**src/rtl/sreg_pkg.sv**
```systemverilog
package sreg_pkg;

  typedef enum logic [1:0] {
    ST_CMD = 2'd0,
    ST_WR  = 2'd1,
    ST_RD  = 2'd2
  } fr_state_e;

  localparam logic [3:0] A_STAT = 4'h0;
  localparam logic [3:0] A_MODE = 4'h1;
  localparam logic [3:0] A_CHAN = 4'h2;
  localparam logic [3:0] A_FILT = 4'h3;
  localparam logic [3:0] A_DATA = 4'h4;
  localparam logic [3:0] A_OFFS = 4'h5;
  localparam logic [3:0] A_GAIN = 4'h6;
  localparam logic [3:0] A_IDNT = 4'h7;

  localparam int         N_NARROW = 3;
  localparam int         N_WIDE   = 2;
  localparam logic [7:0] ID_VAL   = 8'h4A;

  function automatic logic [7:0] narrow_por(input int idx);
    case (idx)
      0:       return 8'h00;
      1:       return 8'h07;
      default: return 8'h45;
    endcase
  endfunction

  function automatic logic is_wide(input logic [3:0] a);
    return (a == A_DATA) || (a == A_OFFS) || (a == A_GAIN);
  endfunction

endpackage

```
**src/rtl/sreg_pins.sv**
```systemverilog
module sreg_pins #(
  parameter int SYNC_STAGES = 2
) (
  input  logic clk_i,
  input  logic rst_ni,
  input  logic cs_ni,
  input  logic sclk_i,
  input  logic sdi_i,
  output logic cs_act_o,
  output logic rise_o,
  output logic fall_o,
  output logic sdi_o
);
  localparam int         NPIN = 3;
  localparam logic [2:0] IDLE = 3'b011;  // {sdi, sclk, cs} idle levels

  logic [NPIN-1:0] raw, synced;
  logic            sclk_d;

  assign raw = {sdi_i, sclk_i, cs_ni};

  for (genvar b = 0; b < NPIN; b++) begin : g_sync
    logic [SYNC_STAGES-1:0] chain;
    always_ff @(posedge clk_i or negedge rst_ni) begin
      if (!rst_ni) chain <= {SYNC_STAGES{IDLE[b]}};
      else         chain <= {chain[SYNC_STAGES-2:0], raw[b]};
    end
    assign synced[b] = chain[SYNC_STAGES-1];
  end

  always_ff @(posedge clk_i or negedge rst_ni) begin
    if (!rst_ni) sclk_d <= 1'b1;
    else         sclk_d <= synced[1];
  end

  assign rise_o   = synced[1] & ~sclk_d;
  assign fall_o   = ~synced[1] & sclk_d;
  assign cs_act_o = ~synced[0];
  assign sdi_o    = synced[2];

endmodule

```
**src/rtl/sreg_frame.sv**
```systemverilog
module sreg_frame
  import sreg_pkg::*;
#(
  parameter int DW      = 24,
  parameter int RUN_LEN = 32
) (
  input  logic          clk_i,
  input  logic          rst_ni,
  input  logic          cs_act_i,
  input  logic          rise_i,
  input  logic          fall_i,
  input  logic          sdi_i,
  input  logic [DW-1:0] rd_word_i,
  output logic [3:0]    sel_addr_o,
  output logic          wr_en_o,
  output logic [DW-1:0] wr_data_o,
  output logic          rd_done_o,
  output logic          soft_rst_o,
  output logic          sdo_o,
  output logic          sdo_oe_o
);
  localparam int CW = $clog2(DW);
  localparam int OW = $clog2(RUN_LEN + 1);

  fr_state_e     state_q;
  logic [CW-1:0] bcnt_q, last_bit;
  logic [DW-1:0] sh_q, rd_aligned;
  logic [3:0]    addr_q;
  logic [OW-1:0] ones_q;
  logic [7:0]    cmd_byte;
  logic          at_last;

  assign cmd_byte   = {sh_q[6:0], sdi_i};
  assign last_bit   = is_wide(addr_q) ? CW'(DW - 1) : CW'(7);
  assign at_last    = (bcnt_q == last_bit);
  assign sel_addr_o = (state_q == ST_CMD) ? cmd_byte[3:0] : addr_q;
  // narrow registers leave the MSB of the shifter first
  assign rd_aligned = is_wide(cmd_byte[3:0]) ? rd_word_i
                                             : {rd_word_i[7:0], {(DW-8){1'b0}}};

  assign soft_rst_o = cs_act_i & rise_i & sdi_i & (state_q != ST_RD)
                    & (ones_q == OW'(RUN_LEN - 1));
  assign wr_en_o    = cs_act_i & rise_i & (state_q == ST_WR) & at_last & ~soft_rst_o;
  assign wr_data_o  = {sh_q[DW-2:0], sdi_i};
  assign rd_done_o  = cs_act_i & rise_i & (state_q == ST_RD) & at_last;
  assign sdo_o      = sh_q[DW-1];
  assign sdo_oe_o   = cs_act_i & (state_q == ST_RD);

  always_ff @(posedge clk_i or negedge rst_ni) begin
    if (!rst_ni) begin
      state_q <= ST_CMD;
      bcnt_q  <= '0;
      sh_q    <= '0;
      addr_q  <= '0;
      ones_q  <= '0;
    end else if (!cs_act_i) begin
      state_q <= ST_CMD;
      bcnt_q  <= '0;
      ones_q  <= '0;
    end else if (soft_rst_o) begin
      state_q <= ST_CMD;
      bcnt_q  <= '0;
      ones_q  <= '0;
      sh_q    <= '0;
    end else if (rise_i) begin
      ones_q <= (state_q != ST_RD && sdi_i) ? ones_q + 1'b1 : '0;
      case (state_q)
        ST_CMD: begin
          sh_q <= {sh_q[DW-2:0], sdi_i};
          if (bcnt_q == CW'(7)) begin
            bcnt_q <= '0;
            if (!cmd_byte[7]) begin
              addr_q <= cmd_byte[3:0];
              if (cmd_byte[6]) begin
                state_q <= ST_RD;
                sh_q    <= rd_aligned;
              end else begin
                state_q <= ST_WR;
                sh_q    <= '0;
              end
            end
          end else begin
            bcnt_q <= bcnt_q + 1'b1;
          end
        end
        ST_WR: begin
          sh_q <= {sh_q[DW-2:0], sdi_i};
          if (at_last) begin
            state_q <= ST_CMD;
            bcnt_q  <= '0;
          end else begin
            bcnt_q <= bcnt_q + 1'b1;
          end
        end
        default: begin
          if (at_last) begin
            state_q <= ST_CMD;
            bcnt_q  <= '0;
          end else begin
            bcnt_q <= bcnt_q + 1'b1;
          end
        end
      endcase
    end else if (fall_i && state_q == ST_RD && bcnt_q != '0) begin
      sh_q <= {sh_q[DW-2:0], 1'b0};
    end
  end

  p_abort_r7: assert property (@(posedge clk_i) disable iff (!rst_ni)
    !cs_act_i |=> (state_q == ST_CMD) && (bcnt_q == '0));

  p_sdo_fall_r5: assert property (@(posedge clk_i) disable iff (!rst_ni)
    (state_q == ST_RD) && !fall_i |=> $stable(sdo_o));

  p_resync_r6: assert property (@(posedge clk_i) disable iff (!rst_ni)
    soft_rst_o |=> (state_q == ST_CMD) && (bcnt_q == '0) && (ones_q == '0));

  p_cmd_bits_r3: assert property (@(posedge clk_i) disable iff (!rst_ni)
    (state_q == ST_CMD) |-> bcnt_q <= CW'(7));

  p_xfer_bits_r3: assert property (@(posedge clk_i) disable iff (!rst_ni)
    (state_q != ST_CMD) |-> bcnt_q <= last_bit);

endmodule

```
**src/rtl/sreg_bank.sv**
```systemverilog
module sreg_bank
  import sreg_pkg::*;
#(
  parameter int DW = 24
) (
  input  logic          clk_i,
  input  logic          rst_ni,
  input  logic          soft_rst_i,
  input  logic          wr_en_i,
  input  logic [3:0]    addr_i,
  input  logic [DW-1:0] wr_data_i,
  input  logic          rd_done_i,
  input  logic          smp_vld_i,
  input  logic [DW-1:0] smp_data_i,
  output logic [DW-1:0] rd_word_o,
  output logic          rdy_no,
  output logic          load_o
);
  localparam logic [DW-1:0] OFFS_POR = DW'(1) << (DW - 1);
  localparam logic [DW-1:0] GAIN_POR = DW'(1) << (DW - 2);

  logic [N_NARROW-1:0][7:0]    nr_v;
  logic [N_WIDE-1:0][DW-1:0]   wd_v;
  logic [DW-1:0]               dat_q, hold_q;
  logic                        rdy_nq, pend_q;
  logic [1:0]                  nidx;

  for (genvar g = 0; g < N_NARROW; g++) begin : g_nr
    logic [7:0] q;
    always_ff @(posedge clk_i or negedge rst_ni) begin
      if (!rst_ni)                                  q <= narrow_por(g);
      else if (soft_rst_i)                          q <= narrow_por(g);
      else if (wr_en_i && addr_i == A_MODE + 4'(g)) q <= wr_data_i[7:0];
    end
    assign nr_v[g] = q;
  end

  for (genvar g = 0; g < N_WIDE; g++) begin : g_wd
    localparam logic [DW-1:0] POR = (g == 0) ? OFFS_POR : GAIN_POR;
    logic [DW-1:0] q;
    always_ff @(posedge clk_i or negedge rst_ni) begin
      if (!rst_ni)                                  q <= POR;
      else if (soft_rst_i)                          q <= POR;
      else if (wr_en_i && addr_i == A_OFFS + 4'(g)) q <= wr_data_i;
    end
    assign wd_v[g] = q;
  end

  // ready goes high for the update cycle, low once the word is in place
  always_ff @(posedge clk_i or negedge rst_ni) begin
    if (!rst_ni) begin
      rdy_nq <= 1'b1;
      pend_q <= 1'b0;
      dat_q  <= '0;
      hold_q <= '0;
    end else if (soft_rst_i) begin
      rdy_nq <= 1'b1;
      pend_q <= 1'b0;
      dat_q  <= '0;
      hold_q <= '0;
    end else begin
      pend_q <= smp_vld_i;
      if (smp_vld_i) hold_q <= smp_data_i;
      if (pend_q) begin
        dat_q  <= hold_q;
        rdy_nq <= 1'b0;
      end else if (smp_vld_i) begin
        rdy_nq <= 1'b1;
      end else if (rd_done_i && addr_i == A_DATA) begin
        rdy_nq <= 1'b1;
      end
    end
  end

  assign rdy_no = rdy_nq;
  assign load_o = pend_q;
  assign nidx   = 2'(addr_i - A_MODE);

  always_comb begin
    rd_word_o = '0;
    case (addr_i)
      A_STAT:                 rd_word_o[7]   = ~rdy_nq;
      A_MODE, A_CHAN, A_FILT: rd_word_o[7:0] = nr_v[nidx];
      A_DATA:                 rd_word_o      = dat_q;
      A_OFFS:                 rd_word_o      = wd_v[0];
      A_GAIN:                 rd_word_o      = wd_v[1];
      A_IDNT:                 rd_word_o[7:0] = ID_VAL;
      default:                rd_word_o      = '0;
    endcase
  end

  p_upd_hi_r8: assert property (@(posedge clk_i) disable iff (!rst_ni)
    smp_vld_i && !pend_q && !soft_rst_i |=> rdy_no && load_o);

  p_load_lo_r8: assert property (@(posedge clk_i) disable iff (!rst_ni)
    load_o && !soft_rst_i |=> !rdy_no && (dat_q == $past(hold_q)));

  p_rd_clr_r9: assert property (@(posedge clk_i) disable iff (!rst_ni)
    rd_done_i && (addr_i == A_DATA) && !pend_q && !smp_vld_i && !soft_rst_i |=> rdy_no);

  p_por_r6: assert property (@(posedge clk_i) disable iff (!rst_ni)
    soft_rst_i |=> rdy_no && (dat_q == '0) && (wd_v[0] == OFFS_POR) && (nr_v[1] == narrow_por(1)));

endmodule

```
**src/rtl/sreg_serial_slave.sv**
```systemverilog
module sreg_serial_slave
  import sreg_pkg::*;
#(
  parameter int DW          = 24,
  parameter int SYNC_STAGES = 2,
  parameter int RUN_LEN     = 32
) (
  input  logic          clk_i,
  input  logic          rst_ni,
  input  logic          cs_ni,
  input  logic          sclk_i,
  input  logic          sdi_i,
  output logic          sdo_o,
  output logic          sdo_oe_o,
  output logic          rdy_no,
  input  logic          smp_vld_i,
  input  logic [DW-1:0] smp_data_i,
  output logic          smp_load_o
);
  logic          cs_act, rise, fall, sdi_s;
  logic [3:0]    sel_addr;
  logic          wr_en, rd_done, soft_rst;
  logic [DW-1:0] wr_data, rd_word;

  sreg_pins #(.SYNC_STAGES(SYNC_STAGES)) u_pins (
    .clk_i    (clk_i),
    .rst_ni   (rst_ni),
    .cs_ni    (cs_ni),
    .sclk_i   (sclk_i),
    .sdi_i    (sdi_i),
    .cs_act_o (cs_act),
    .rise_o   (rise),
    .fall_o   (fall),
    .sdi_o    (sdi_s)
  );

  sreg_frame #(.DW(DW), .RUN_LEN(RUN_LEN)) u_frame (
    .clk_i      (clk_i),
    .rst_ni     (rst_ni),
    .cs_act_i   (cs_act),
    .rise_i     (rise),
    .fall_i     (fall),
    .sdi_i      (sdi_s),
    .rd_word_i  (rd_word),
    .sel_addr_o (sel_addr),
    .wr_en_o    (wr_en),
    .wr_data_o  (wr_data),
    .rd_done_o  (rd_done),
    .soft_rst_o (soft_rst),
    .sdo_o      (sdo_o),
    .sdo_oe_o   (sdo_oe_o)
  );

  sreg_bank #(.DW(DW)) u_bank (
    .clk_i      (clk_i),
    .rst_ni     (rst_ni),
    .soft_rst_i (soft_rst),
    .wr_en_i    (wr_en),
    .addr_i     (sel_addr),
    .wr_data_i  (wr_data),
    .rd_done_i  (rd_done),
    .smp_vld_i  (smp_vld_i),
    .smp_data_i (smp_data_i),
    .rd_word_o  (rd_word),
    .rdy_no     (rdy_no),
    .load_o     (smp_load_o)
  );

endmodule

```
**config.mk**
```make
export PLATFORM = sky130hd
export DESIGN_NAME = sreg_serial_slave
export DESIGN_NICKNAME = d
export VERILOG_FILES = /design/src/rtl/sreg_pkg.sv /design/src/rtl/sreg_pins.sv /design/src/rtl/sreg_frame.sv /design/src/rtl/sreg_bank.sv /design/src/rtl/sreg_serial_slave.sv
export SDC_FILE = /design/constraint.sdc
export NUM_CORES = 1
export LEC_CHECK = 0
export ABC_AREA = 1
export BUFFER_PORTS_ARGS = -buffer_cell sky130_fd_sc_hd__clkbuf_2
export CAP_MARGIN = 30
export CORE_UTILIZATION = 45
export CTS_CLUSTER_DIAMETER = 120
export DETAILED_ROUTE_END_ITERATION = 8
export GPL_ROUTABILITY_DRIVEN = 0
export SKIP_LAST_GASP = 1
export SYNTH_ARGS = -nofsm -noshare
export SYNTH_HDL_FRONTEND = slang
export SYNTH_SLANG_ARGS = --single-unit
```
**constraint.sdc**
```tcl
create_clock -name clk_i -period 2.5 [get_ports clk_i]
set_input_delay 0.5 -clock clk_i [delete_from_list [all_inputs] [get_ports clk_i]]
set_output_delay 0.5 -clock clk_i [all_outputs]
set_load 0.02 [all_outputs]
```
Yosys cells after proc, flatten, opt, wreduce, memory -nomap -nowiden

Index checks and enable logic that the tools add are counted.

Bits in registers: 170
Bits of input ports: 30
Output and inout port bits: 4
Word-level logic and storage cells: 145

Add/sub/neg operators: 3
$lt $le $gt $ge: 1
Equal/unequal tests: 22
Multiplexer cells: 52
Bitwise operators: 18
Reductions and logical operators: 31

Operators with widths:

| cell                  | count |
|---|---|
| $mux W24              | 15 |
| $mux W8               | 7 |
| $pmux W16 S3          | 1 |
| $pmux W24 S2          | 1 |
| $eq A4 B3 Y1 const B  | 10 |
| $mux W5               | 7 |
| $pmux W7 S5           | 1 |
| $mux W6               | 4 |
| $bmux W8 S2           | 1 |
| $mux W2               | 8 |
| $reduce_bool A2 Y1    | 7 |
| $and A1 B1 Y1         | 12 |
| $logic_and A1 B1 Y1   | 9 |
| $eq A4 B2 Y1 const B  | 2 |
| $ne A4 B3 Y1 const B  | 2 |
| $reduce_bool A4 Y1    | 2 |
| $add A6 B1 Y6 const B | 1 |
| $eq A6 B5 Y1 const B  | 1 |
| $not A1 Y1            | 6 |
| $reduce_and A6 Y1     | 1 |
| $reduce_bool A3 Y1    | 2 |
| $add A5 B1 Y5 const B | 1 |
| $eq A5 B3 Y1 const B  | 1 |
| $eq A5 B5 Y1          | 1 |
| other kinds (17)      | 24 |

Depth between registers and ports, before layout

Gate-level depths: netlist (run 1).

Depth after elaboration: 13
Gate-level depth with buffers: 18
Mapped depth without buffers: 16

Cells and area by module

A second synthesis (run 1) with hierarchy kept.

Cell total of the unflattened synthesis: 1,166
Area total of the unflattened synthesis: 8,642.0 um^2

Modules (own cells, without submodules):

| module     | times used | cells each | area each (um^2) | seq. area each (um^2) |
|---|---|---|---|---|
| sreg_bank  | 1          | 765        | 5,854.4          | 3,064.2 |
| sreg_frame | 1          | 389        | 2,587.5          | 1,026.0 |
| sreg_pins  | 1          | 12         | 200.2            | 181.4 |

Worst setup path after synthesis (run 1)

No wires, ideal clock.

Kind: register to register
From: reg u_frame.state_q[1]
To: reg u_frame.sh_q[23]
Setup time: 0.116 ns
Arrival time: 2.267 ns
Data required time: 2.384 ns
Slack: 0.117 ns
Cell stages (with the launch flop): 15
Buffers on the path: 3
Clock period less this slack: 2.383 ns
Cells stage by stage: dfrtp_1 -> nor2_2 -> buf_2 -> nand2_1 -> o21ai_0 -> inv_1 -> ha_1 -> clkbuf_1 -> buf_1 -> o31ai_1 -> nor2_1 -> a21oi_1 -> nand2_1 -> nand2_1 -> nand2_1

Cells in the longest elaborated chain, start to end: 13
Elaborated cells on any way between the ends: 32
Those cells by class: add/sub: 1; eq/ne: 10; mux: 12; bitwise: 2; reduce/logical: 7

RTL lines:

| item                          | line                               | RTL |
|---|---|---|
| from (decl)                   | sreg_frame.sv:25                   | `fr_state_e state_q;` |
| from (signal assigned)        | sreg_frame.sv:51                   | `state_q <= ST_CMD;` |
| from (signal assigned)        | sreg_frame.sv:57                   | `state_q <= ST_CMD;` |
| from (signal assigned)        | sreg_frame.sv:61                   | `state_q <= ST_CMD;` |
| $logic_not A2 Y1              | sreg_frame.sv:36, sreg_frame.sv:67 |  |
| $mux W4                       | sreg_frame.sv:36                   | `assign sel_addr_o = (state_q == ST_CMD) ? cmd_byte[3:0] : addr_q;` |
| $sub A2 B1 Y2                 | sreg_bank.sv:77                    | `assign nidx = 2'(addr_i - A_MODE);` |
| $bmux W8 S2                   | sreg_bank.sv:83                    | `A_MODE, A_CHAN, A_FILT: rd_word_o[7:0] = nr_v[nidx];` |
| $mux W8 (not written as such) | sreg_bank.sv:83                    |  |
| $pmux W1 S5                   | sreg_bank.sv:81                    | `case (addr_i)` |
| $mux W24                      | sreg_frame.sv:38                   | `assign rd_aligned = is_wide(cmd_byte[3:0]) ? rd_word_i` |
| $mux W24                      | sreg_frame.sv:74                   | `if (cmd_byte[6]) begin` |
| $mux W24                      | sreg_frame.sv:72                   | `if (!cmd_byte[7]) begin` |
| $mux W24                      | sreg_frame.sv:70                   | `if (bcnt_q == CW'(7)) begin` |
| $pmux W24 S2                  | sreg_frame.sv:67                   | `case (state_q)` |
| $mux W24                      | sreg_frame.sv:65                   | `end else if (rise_i) begin` |
| $mux W24                      | sreg_frame.sv:60                   | `end else if (soft_rst_o) begin` |
| to (signal assigned)          | sreg_frame.sv:69                   | `sh_q <= {sh_q[DW-2:0], sdi_i};` |
| to (signal assigned)          | sreg_frame.sv:76                   | `sh_q <= rd_aligned;` |
| to (signal assigned)          | sreg_frame.sv:87                   | `sh_q <= {sh_q[DW-2:0], sdi_i};` |
| to (decl)                     | sreg_frame.sv:27                   | `logic [DW-1:0] sh_q, rd_aligned;` |

Parallel ways exist; a longest one is shown, timed or not. The select of a mux whose other input is x is not followed.
A chain may end at the register's enable or synchronous reset.

Worst setup path after layout (run 1)

From: reg u_frame.state_q[1]
To: reg u_frame.sh_q[21]

Cells in the longest elaborated chain, start to end: 13
Elaborated cells on any way between the ends: 32
Those cells by class: add/sub: 1; eq/ne: 11; mux: 12; bitwise: 2; reduce/logical: 6

RTL lines:

| item                          | line |
|---|---|
| $logic_not A2 Y1              | sreg_frame.sv:36, sreg_frame.sv:67 |
| $mux W4                       | sreg_frame.sv:36 |
| $sub A2 B1 Y2                 | sreg_bank.sv:77 |
| $bmux W8 S2                   | sreg_bank.sv:83 |
| $mux W8 (not written as such) | sreg_bank.sv:83 |
| $pmux W7 S5                   | sreg_bank.sv:81 |
| $mux W24                      | sreg_frame.sv:38 |
| $mux W24                      | sreg_frame.sv:74 |
| $mux W24                      | sreg_frame.sv:72 |
| $mux W24                      | sreg_frame.sv:70 |
| $pmux W24 S2                  | sreg_frame.sv:67 |
| $mux W24                      | sreg_frame.sv:65 |
| $mux W24                      | sreg_frame.sv:60 |

Parallel ways exist; a longest one is shown, timed or not. The select of a mux whose other input is x is not followed.

==> results of run 1 <==
==> area by class of cell <==
type / instances / area [sq um] / share of cell area [%]
flip-flops and latches: 170 / 4270 / 44.3
multi-input cells: 688 / 3550 / 36.8
repair buffers: 73 / 547 / 5.67
clock buffers: 17 / 425 / 4.41
inverters: 97 / 367 / 3.80
well taps: 229 / 287 / 2.97
clock inverters: 15 / 204 / 2.11
==> registers in the layout (all words and copies together) (netlist names) <==
signal               count
u_frame.ones_q           6
u_frame.addr_q           4
u_pins.sclk_d            1
u_bank.dat_q            24
u_bank.load_o            1
u_frame.sh_q            24
u_bank.g_nr.q           24
u_pins.g_sync.chain      6
u_bank.rdy_no            1
u_frame.bcnt_q           5
u_frame.state_q          2
u_bank.g_wd.q           48
u_bank.hold_q           24
==> worst max-delay path, stage by stage (launching register included) <==
cell	delay, ns
dfrtp_1	0.41
buf_4	0.18
inv_2	0.09
nand2_2	0.10
nand2_1	0.08
nand2_1	0.09
ha_1	0.32
buf_4	0.16
o21ai_0	0.08
o21ai_0	0.23
nand2_1	0.12
nand2_1	0.14
nand2_1	0.08
nand2_1	0.08
nand2_1	0.05
nand2_1	0.05
==> power breakdown <==
group | switching, mW | internal, mW
Combinational | 0.873 | 0.392
Clock | 1.31 | 1.46
Sequential | 0.0914 | 2.88
==> per-stage QoR <==
stage | util [%] | setup WS [ns]
4_1_cts | 53.1 | 0.0680
6_report | 53.2 | 0.174
3_5_place_dp | 49.6 | 0.108
2_1_floorplan | - | 0.117
5_1_grt | 53.2 | 0.00740
3_3_place_gp | 49.6 | 0.189
==> synth_stat cells, types with 2 or more instances <==
library cell | n | area, sq um
nand2_1 | 270 | 1010
dfrtp_1 | 156 | 3900
nand3_1 | 117 | 586
o21ai_0 | 103 | 515
inv_1 | 87 | 327
nor2_1 | 35 | 131
o21ai_1 | 26 | 130
o21ai_2 | 21 | 184
buf_2 | 18 | 90.1
nand4_1 | 16 | 100
dfstp_2 | 14 | 368
o22ai_1 | 13 | 81.3
a21oi_1 | 12 | 60.1
clkbuf_1 | 10 | 37.5
o211ai_1 | 10 | 75.1
a22oi_1 | 8 | 60.1
buf_1 | 7 | 26.3
buf_6 | 7 | 78.8
ha_1 | 7 | 87.6
nor2_4 | 7 | 78.8
nor3_1 | 7 | 35.0
inv_2 | 6 | 22.5
xor2_1 | 6 | 52.6
nand2_2 | 5 | 31.3
buf_4 | 3 | 22.5
clkinv_1 | 3 | 11.3
nand2_4 | 3 | 33.8
nor2_2 | 3 | 18.8
nor2_8 | 3 | 60.1
a32o_1 | 2 | 20.0
nand3_4 | 2 | 35.0
nor3_4 | 2 | 32.5
==> worst min path at each step <==
stage / startpoint / endpoint / slack (ns) / depth (start not counted)
2_1_floorplan: rst_ni / u_bank.dat_q[0] / 0.20 / 0
3_3_place_gp: u_pins.g_sync[0].chain[0] / u_pins.g_sync[0].chain[1] / 0.35 / 0
3_5_place_dp: u_pins.g_sync[2].chain[0] / u_pins.g_sync[2].chain[1] / 0.34 / 0
4_1_cts: rst_ni / u_frame.bcnt_q[0] / 0.04 / 1
5_1_grt: rst_ni / u_frame.bcnt_q[0] / 0.06 / 1
6_report: rst_ni / u_frame.bcnt_q[0] / 0.03 / 1
==> routing by layer <==
layer	global-route usage, %	vias to the layer above	routed length (um)
met4	9.36	0	574
met2	37.2	181	9860
li1	-	3408	-
met3	4.70	37	1040
met1	35.2	3329	10500
met5	0	-	0
==> what timing repair did <==
action / in CTS / in global routing
setup buffers: 0 / 1
gates resized for setup: 0 / 5
setup endpoints to repair: 0 / 31
==> logic make-up (layout without fill, tap and decap cells) <==
family                   after synthesis  in the layout  share of synthesized area, %
multiplexers                           1              1                         0.119
AO/OA/AOI/OAI                        199            199                          13.7
flip-flops                           170            170                          50.7
XOR/XNOR                               7              7                         0.728
AND/OR/NAND/NOR                      474            474                          26.3
adder cells (fa/ha/maj)                7              7                          1.04
buffers and inverters                142            202                          7.38
==> run metrics, run 1 <==
status finished, violations left; violated checks design-rule violations; Critical Path Sink u_frame.sh_q[21]; leakage between 4 and 5 nW; R2R Setup Slk roughly 0.17 ns; vias per cell between 5 and 6; largest net degree at the start of global routing 56; register area share after synthesis 50.7%; Sum Neg Setup Slack 0 ns; worst skew pair latency between 0.4 and 0.5 ns; first-pass GRT wire length around 37000 um; # diodes 0; Pwr Total approximately 7.0 mW; placed cell area ~9000 sq um; Synth Warn # 0; Die Area a little under 20000 sq um; final slew viol count 0; max_cap viols 0; start point of the critical path u_frame.state_q[1]; post-route ant nets 0; final-report hold violation count 0; worst slew pin tran 0.531 ns; die span in y between 100 and 150 um; num rows 49; Main synth FF type dfrtp_1; Mapped Nets 1037; DRC 2; CTS tree done; post-synthesis register bit count 170; GRT Total Usage approximately a quarter; final instance area around 9600 sq um; initial antenna violation count 0; CP arrival between 2 and 3 ns; Worst Setup Path Type reg -> reg; number of buffers added on ports 33; HP Class in -> async; Final #Nets around 1.1k; initial drt markers around 530; Total Routed Length between 20000 and 25000 um; io pins 34; fmax 0.430 GHz; Worst R2R Start u_frame.state_q[1]; asr flop ratio synth 100%; CP Max Fanout 8; filler cell count 1705; GRT overflow 0; DIE WIDTH roughly 140 um; number of global-route vias before repair between 6k and 7k; Setup-failing EPs final 0; Root Buffer clkbuf_16; post-synth cell types 43; cts bufs inserted 17; routed vias 6955; slew margin rel. 64.3%; Syn-to-layout area delta 14.5%; maximum vdd ir drop between 0.0004 and 0.0005 V; Max Root-Sink Buffers 2; Post-Synthesis Cells roughly 1k; clk slew on worst S/H paths approximately 0.07 ns; core area 18100 sq um; RSZ-0062 raised after global routing false; RR Endpoint u_frame.sh_q[21]; clk sinks 170; Avg Cell Area, Syn roughly 8.4 sq um; leading cell type in the layout, fill and taps excluded nand2_1; hold-fix buffers at CTS 0; WL/cell around 17 um; WP data required approximately 2.9 ns; H-tree depth 4; Final Non-Filler Cells 1289; Mapped Area between 8000 and 9000 sq um; Fin Hold WS about 0.027 ns; Crit. End Element flop; Worst Skew 0.00933 ns; Initial Util 46.4%; Post-synth EDFFs 0; DP Wirelength roughly 16000 um; FF-to-FF path depth 15; startpoint class of the critical path flop; fraction of layout cells with a size suffix above 1 approximately 17%; most frequent cells in the layout nand2_1 (269), dfrtp_1 (156), nand3_1 (117); min Tclk post-route between 2 and 2.5 ns; cell count after placement roughly 1.3k; Final Cycle Share 93.0%; Detailed Routing Iterations Pass 1 7; Power Density between 700 and 800 nW/um^2
No activity file was read; power rests on OpenSTA's default activity.
==> inputs of run 2 (changes only) <==
--- a/config.mk
+++ b/config.mk
@@ -8,10 +8,11 @@
 export ABC_AREA = 1
 export BUFFER_PORTS_ARGS = -buffer_cell sky130_fd_sc_hd__clkbuf_2
 export CAP_MARGIN = 30
-export CORE_UTILIZATION = 45
+export CORE_UTILIZATION = 50
 export CTS_CLUSTER_DIAMETER = 120
 export DETAILED_ROUTE_END_ITERATION = 8
 export GPL_ROUTABILITY_DRIVEN = 0
+export PLACE_DENSITY = 0.69
 export SKIP_LAST_GASP = 1
 export SYNTH_ARGS = -nofsm -noshare
 export SYNTH_HDL_FRONTEND = slang
==> run 2 against run 1 <==
  * The run now ends clean
  * Via count grew 2.3%
  * Sequential share of layout area grew 0.59 points
  * Clock-buffer cell count is the same
  * First-iteration DRC count grew 15%
  * Maximum frequency shrank 0.48%
  * Power shrank 2.7%
  * Design area shrank 1.3%
  * Hold slack lost 0.017 ns
  * Die area shrank 9.9%
  * Critical path depth shrank 1
  * Clock power shrank 7%
  * Global-route usage grew 2.0 points
  * Critical path type unchanged
  * Critical endpoint is now u_frame.sh_q[18]
  * Highest routed layer unchanged
==> run metrics, run 2 (synthesis gave the netlist of run 1 again) <==
post-route ant nets 0 (unchanged); Max Root-Sink Buffers 2 (unchanged); final design utilization 57.6% (was 53.2%); FF-to-FF path depth 14 (was 15); Worst Setup Path Type reg -> reg (unchanged); Worst Skew 0.0118 ns (was 0.00933 ns); slew margin rel. 66.7% (was 64.3%); pre-CTS setup slack 0.199 ns (was 0.108 ns); cts bufs inserted 17 (unchanged); Die Area 17400 sq um (was 19300 sq um); number of flip-flops under the largest register name 48 (unchanged); Syn-to-layout area delta 13.0% (was 14.5%); number of buffers added on ports 33 (unchanged); routed vias 7118 (was 6955); status finished clean (was finished, violations left); WP data required 2.83 ns (was 2.88 ns); Pwr Total 6.81 mW (was 7.00 mW); Total Routed Length 21800 um (was 22000 um); initial antenna violation count 0 (unchanged); Sum Neg Setup Slack 0 ns (unchanged); hold-fix buffers at CTS 0 (unchanged); clk sinks 170 (unchanged); DRC 0 (was 2); Root Buffer clkbuf_16 (unchanged); register with the most flip-flops u_bank.g_wd.q (unchanged); GRT Total Usage 26.6% (was 24.7%); worst skew pair latency 0.44 ns (about the same); Final Cycle Share 93.5% (was 93.0%); final instance area 9520 sq um (was 9650 sq um); fmax 0.428 GHz (was 0.430 GHz); leading cell type in the layout, fill and taps excluded nand2_1 (unchanged); largest net degree at the start of global routing 52 (was 56); RR Endpoint u_frame.sh_q[18] (was u_frame.sh_q[21]); die span in y 132 um (was 139 um); maximum vdd ir drop 0.000523 V (was 0.000490 V); critical path's slowest cell dfrtp_1 (unchanged); HP Class in -> async (unchanged); WL/cell 17.0 um (was 17.1 um); Worst R2R Start u_frame.state_q[0] (was u_frame.state_q[1]); DP Wirelength 15200 um (was 15600 um); final worst slack 0.163 ns (was 0.174 ns); Final Non-Filler Cells 1279 (was 1289); num rows 47 (was 49); leakage 4.53 nW (was 4.58 nW); worst slew pin tran 0.495 ns (was 0.531 ns); final slew viol count 0 (unchanged); Setup-failing EPs final 0 (unchanged); Final #Nets 1083 (was 1084); Worst Path Buf+Inv 2 (was 3); H-tree depth 4 (unchanged); Detailed Routing Iterations Pass 1 5 (was 7); Fin Hold WS 0.00953 ns (was 0.0269 ns); placed cell area 8930 sq um (was 9000 sq um); final-report hold violation count 0 (unchanged); GRT overflow 0 (unchanged); R2R Setup Slk 0.16 ns (was 0.17 ns); io pins 34 (unchanged); CTS tree done (unchanged); crit-path max cell delay 0.43 ns (was 0.41 ns); Crit. End Element flop (unchanged); clk slew on worst S/H paths 0.07 ns (about the same); max_cap viols 0 (unchanged); cell count after placement 1247 (was 1256); min Tclk post-route 2.34 ns (was 2.33 ns); Initial Util 51.0% (was 46.4%); CP top delay family simple AND/OR/NAND/NOR gates (unchanged); CP arrival 2.67 ns (was 2.70 ns); most frequent cell on the critical path nand2_1 (unchanged); most frequent cells in the layout nand2_1 (269), dfrtp_1 (156), nand3_1 (117) (unchanged); number of global-route vias before repair 6735 (was 6704); RSZ-0062 raised after global routing true (was false); CP Max Fanout 6 (was 8); DIE WIDTH 132 um (was 139 um); vias per cell 5.57 (was 5.40); core area 16500 sq um (was 18100 sq um); startpoint class of the critical path flop (unchanged); fraction of layout cells with a size suffix above 1 16.8% (was 16.9%); Power Density 716 nW/um^2 (was 726 nW/um^2); initial drt markers 608 (was 527); CP Cell Sequence nor2_4 > nand2_1 > o21ai_0 > inv_1 > ha_1 > buf_4 > nand4_1 > nand2_1 > nor2_1 > nand3_1 > nand3_1 > nand2_1 > nand2_1 > nand2_1 (was buf_4 > inv_2 > nand2_2 > nand2_1 > nand2_1 > ha_1 > buf_4 > o21ai_0 > o21ai_0 > nand2_1 > nand2_1 > nand2_1 > nand2_1 > nand2_1 > nand2_1); first-pass GRT wire length 35900 um (was 36800 um); # diodes 0 (unchanged)
run 2: worst reg2reg max path, delay by kind of cell, from the launching register on:
family	cells	cell delay, ns
AOI/OAI and AO/OA	1	0.16
adders and majority gates	1	0.30
and+or+nand+nor	10	1.02
buffers and inverters	2	0.32
DFF	1	0.43
run 2: layout make-up:
cell class                      instances  area [sq um]
Sequential cell                       170          4270
Multi-Input combinational cell        688          3550
Inverter                               97           367
Clock buffer                           17           425
Fill cell                            1472          7010
Clock inverter                         15           154
Timing Repair Buffer                   72           480
Tap cell                              220           275
run 2: layer usage:
layer / GRT usage (%) / up-vias / share of wire, % / wire [um]
li1: - / 3405 / - / -
met1: 38.2 / 3431 / 46 / 10000
met2: 40.5 / 236 / 46 / 9950
met3: 4.08 / 46 / 5.5 / 1190
met4: 11.2 / 0 / 2.7 / 598
met5: 0 / - / 0 / 0
run 2: power breakdown:
part	switching, mW	leakage, nW	internal [mW]
Clock	1.25	0.283	1.33
Sequential	0.0957	2.23	2.88
Combinational	0.877	2.02	0.382
Total	2.22	4.53	4.59
run 2: worst max-delay path by stage:
stage,depth (start not counted),endpoint,startpoint
CTS,11,u_bank.g_wd[0].q[0],u_frame.state_q[0]
global route,14,u_frame.sh_q[18],u_frame.state_q[0]
floorplan,14,u_frame.sh_q[23],u_frame.state_q[1]
finish,14,u_frame.sh_q[18],u_frame.state_q[0]
global placement,14,u_frame.sh_q[18],u_frame.state_q[0]
detailed placement,14,u_frame.sh_q[18],u_frame.state_q[0]
run 2: what timing repair did:
item / in CTS / in global routing
endpoints found under the setup margin: 0 / 35
gates resized for setup: 0 / 6
buffers inserted: 0 / 0
==> inputs of run 3 (changes only) <==
--- a/config.mk
+++ b/config.mk
@@ -16,4 +16,5 @@
 export SKIP_LAST_GASP = 1
 export SYNTH_ARGS = -nofsm -noshare
 export SYNTH_HDL_FRONTEND = slang
+export SYNTH_HIERARCHICAL = 1
 export SYNTH_SLANG_ARGS = --single-unit
==> run 3 against run 2 <==
  * Clock-buffer cell count rose by 1
  * Flip-flop and latch count unchanged
  * Die area rose by 2.6%
  * Cell count rose by 13%
  * Design area up 5.1%
  * Critical path type unchanged
  * Highest routed layer unchanged
==> run metrics, run 3 <==
final-report hold violation count 0 (unchanged); Mapped Nets 1203 (was 1037); Root Buffer clkbuf_16 (unchanged); Final #Nets 1243 (was 1083); Crit. End Element flop (unchanged); leakage 5.09 nW (was 4.53 nW); # diodes 0 (unchanged); most frequent cells in the layout nand2_1 (386), dfrtp_1 (156), nand3_1 (147) (was nand2_1 (269), dfrtp_1 (156), nand3_1 (117)); final design utilization 59.9% (was 57.6%); Syn-to-layout area delta 15.7% (was 13.0%); io pins 34 (unchanged); Gate power share 13.2% (was 18.5%); initial antenna violation count 0 (unchanged); worst skew pair latency 0.43 ns (was 0.44 ns); H-tree depth 4 (unchanged); CP Max Fanout 8 (was 6); Max Root-Sink Buffers 2 (unchanged); clk sinks 170 (unchanged); asr flop ratio synth 100% (unchanged); multi-input logic area 3700 sq um (was 3550 sq um); R2R Setup Slk 0.16 ns (about the same); Mapped Area 8640 sq um (was 8420 sq um); clk slew on worst S/H paths 0.07 ns (about the same); first-pass GRT wire length 37300 um (was 35900 um); FF-to-FF path depth 18 (was 14); Post-synth EDFFs 0 (unchanged); routed vias 7643 (was 7118); initial drt markers 698 (was 608); FF+latch area 4270 sq um (unchanged); Final Cycle Share 93.7% (was 93.5%); critical path's slowest cell dfrtp_1 (unchanged); DP Wirelength 15200 um (about the same); die span in y 133 um (was 132 um); crit-path max cell delay 0.38 ns (was 0.43 ns); most frequent cells after synthesis nand2_1 (388), dfrtp_1 (156), nand3_1 (150) (was nand2_1 (270), dfrtp_1 (156), nand3_1 (117)); top-count cell post-synth nand2_1 (unchanged); Total Routed Length 22400 um (was 21800 um); Power Density 650 nW/um^2 (was 716 nW/um^2); Synth Warn # 6 (was 0); core area 16700 sq um (was 16500 sq um); CP Cell Sequence inv_1 > nand2_4 > buf_4 > nand2_1 > o21ai_2 > buf_4 > inv_1 > nor2_4 > nand2_1 > nand2_1 > nor2_2 > nand2_1 > inv_1 > nand2_1 > nand3_1 > o21ai_0 > nand2_1 > nand2_1 (was nor2_4 > nand2_1 > o21ai_0 > inv_1 > ha_1 > buf_4 > nand4_1 > nand2_1 > nor2_1 > nand3_1 > nand3_1 > nand2_1 > nand2_1 > nand2_1); number of buffers added on ports 33 (unchanged); Post-Synthesis Cells 1166 (was 1000); Sw Share 29.4% (was 32.6%); num rows 47 (unchanged); WL/cell 15.6 um (was 17.0 um); Die Area 17800 sq um (was 17400 sq um); DRC 0 (unchanged); Initial Util 51.7% (was 51.0%); Main synth FF type dfrtp_1 (unchanged); number of global-route vias before repair 7263 (was 6735); HP Class in -> async (unchanged); Fin Hold WS 0.0233 ns (was 0.00953 ns); maximum vdd ir drop 0.000503 V (was 0.000523 V); DIE WIDTH 133 um (was 132 um); filler cell count 1512 (was 1472); min Tclk post-route 2.34 ns (about the same); register with the most flip-flops u_bank/g_wd.q (was u_bank.g_wd.q); startpoint class of the critical path flop (unchanged); Detailed Routing Iterations Pass 1 5 (unchanged); Worst Setup Path Type reg -> reg (unchanged); clock share of power 41.6% (was 37.9%); cts bufs inserted 17 (unchanged); RR Endpoint u_frame/sh_q[17] (was u_frame.sh_q[18]); final slew viol count 0 (unchanged); GRT overflow 0 (unchanged); CTS tree done (unchanged); leading cell type in the layout, fill and taps excluded nand2_1 (unchanged); Worst Skew 0.00923 ns (was 0.0118 ns); status finished clean (unchanged); top cells by area, synth dfrtp_1 (45%), nand2_1 (17%), nand3_1 (8.7%), o21ai_0 (6.3%), inv_1 (5.7%) (was dfrtp_1 (46%), nand2_1 (12%), nand3_1 (7.0%), o21ai_0 (6.1%), dfstp_2 (4.4%)); worst slew pin tran 0.651 ns (was 0.495 ns); Internal 4.59 mW (about the same); WP data required 2.82 ns (was 2.83 ns); number of flip-flops under the largest register name 48 (unchanged); RSZ-0062 raised after global routing true (unchanged); register area share after synthesis 49.4% (was 50.7%); share of the synthesized area in the top cell type 45.2% (was 46.4%); fraction of layout cells with a size suffix above 1 13.7% (was 16.8%); switching power 1.91 mW (was 2.22 mW); Worst Path Buf+Inv 5 (was 2); post-route ant nets 0 (unchanged); post-synth cell types 30 (was 43); max_cap viols 0 (unchanged); post-synthesis register bit count 170 (unchanged); slew margin rel. 56.3% (was 66.7%); Setup-failing EPs final 0 (unchanged); area leader, netlist dfrtp_1 (unchanged); largest net degree at the start of global routing 52 (unchanged); CP top delay family simple AND/OR/NAND/NOR gates (unchanged); vias per cell 5.31 (was 5.57); CP arrival 2.66 ns (was 2.67 ns); Avg Cell Area, Syn 7.41 sq um (was 8.42 sq um); Worst R2R Start u_frame/state_q[1] (was u_frame.state_q[0]); GRT Total Usage 26.9% (was 26.6%); most frequent cell on the critical path nand2_1 (unchanged); fmax 0.427 GHz (was 0.428 GHz); cell depth of the worst setup path 18 (was 14); register share of total power 45.3% (was 43.6%)
## run 3: cell types whose count changed after synthesis, moves of 8 or more
| cell | change |
|---|---|
| nand2_1 | +118 |
| inv_1 | +44 |
| nand3_1 | +33 |
| nor2_1 | +33 |
| o21ai_2 | -21 |
| clkbuf_1 | +20 |
| o21ai_1 | -16 |
| o22ai_1 | -12 |
| o211ai_1 | -10 |
| a22oi_1 | -8 |
| nand4_1 | +8 |
| or2_2 | +8 |
## run 3: power by group through the flow
stage / sequential (mW) / combinational (mW) / clock (mW)
floorplan: 2.98 / 0.473 / 0
global placement: 2.99 / 0.781 / 0
detailed placement: 2.99 / 0.791 / 0
CTS: 2.94 / 0.799 / 2.75
global route: 2.95 / 0.956 / 2.86
finish: 2.94 / 0.856 / 2.70
## run 3: how the worst max path moves through the flow
stage                  endpoint  slack [ns]               start
2_1_floorplan  u_frame/sh_q[22]        0.05  u_frame/state_q[1]
3_3_place_gp   u_frame/sh_q[16]        0.01  u_frame/state_q[1]
3_5_place_dp   u_frame/sh_q[17]       -0.04  u_frame/state_q[1]
4_1_cts        u_frame/sh_q[16]       0.008  u_frame/state_q[1]
5_1_grt        u_frame/sh_q[21]       -0.05  u_frame/state_q[1]
6_report       u_frame/sh_q[17]        0.16  u_frame/state_q[1]
## run 3: per-stage QoR
step	cell area [sq um]	setup slack (ns)	setup TNS (ns)	std cells	power (mW)
3_3_place_gp	9230	0.0119	0	1402	3.77
2_1_floorplan	8670	0.0483	0	1166	3.45
6_report	10000	0.158	0	1439	6.50
5_1_grt	10000	-0.0462	-0.0917	1439	6.77
4_1_cts	9840	0.00758	0	1434	6.48
3_5_place_dp	9230	-0.0419	-0.196	1402	3.78
## run 3: repair_timing
action | CTS | global route
setup buffers | 0 | 5
gates resized for setup | 2 | 26
pin swaps | 0 | 3
setup endpoints to repair | 12 | 63
hold endpoints to repair | 0 | 0
hold buffers | 0 | 0
## run 3: cells by family (layout without fill, tap and decap cells)
logic type               after synthesis  after routing  synth area share (%)
XOR/XNOR                               3              3                 0.304
adder cells (fa/ha/maj)                7              7                  1.01
flip-flops                           170            170                  49.4
AND/OR/NAND/NOR                      662            662                  32.8
buffers and inverters                197            250                  9.06
AO/OA/AOI/OAI                        127            127                  7.40
## run 3: routing by layer
layer  part of all wire [%]  global-route usage (%)  wire (um)  up-vias
met3                    6.6                    6.70       1480       24
met1                     46                    37.0      10300     3590
met4                    1.5                    9.15        326        0
met2                     46                    41.4      10300      257
met5                      0                       0          0        -
li1                       -                       -          -     3772
## run 3: layout make-up
class,instances,share of cell area (%)
Sequential cell,170,42.7
Multi-Input combinational cell,799,37.0
Timing Repair Buffer,82,6.31
Inverter,136,5.15
Clock buffer,18,4.29
Tap cell,220,2.75
Clock inverter,14,1.76
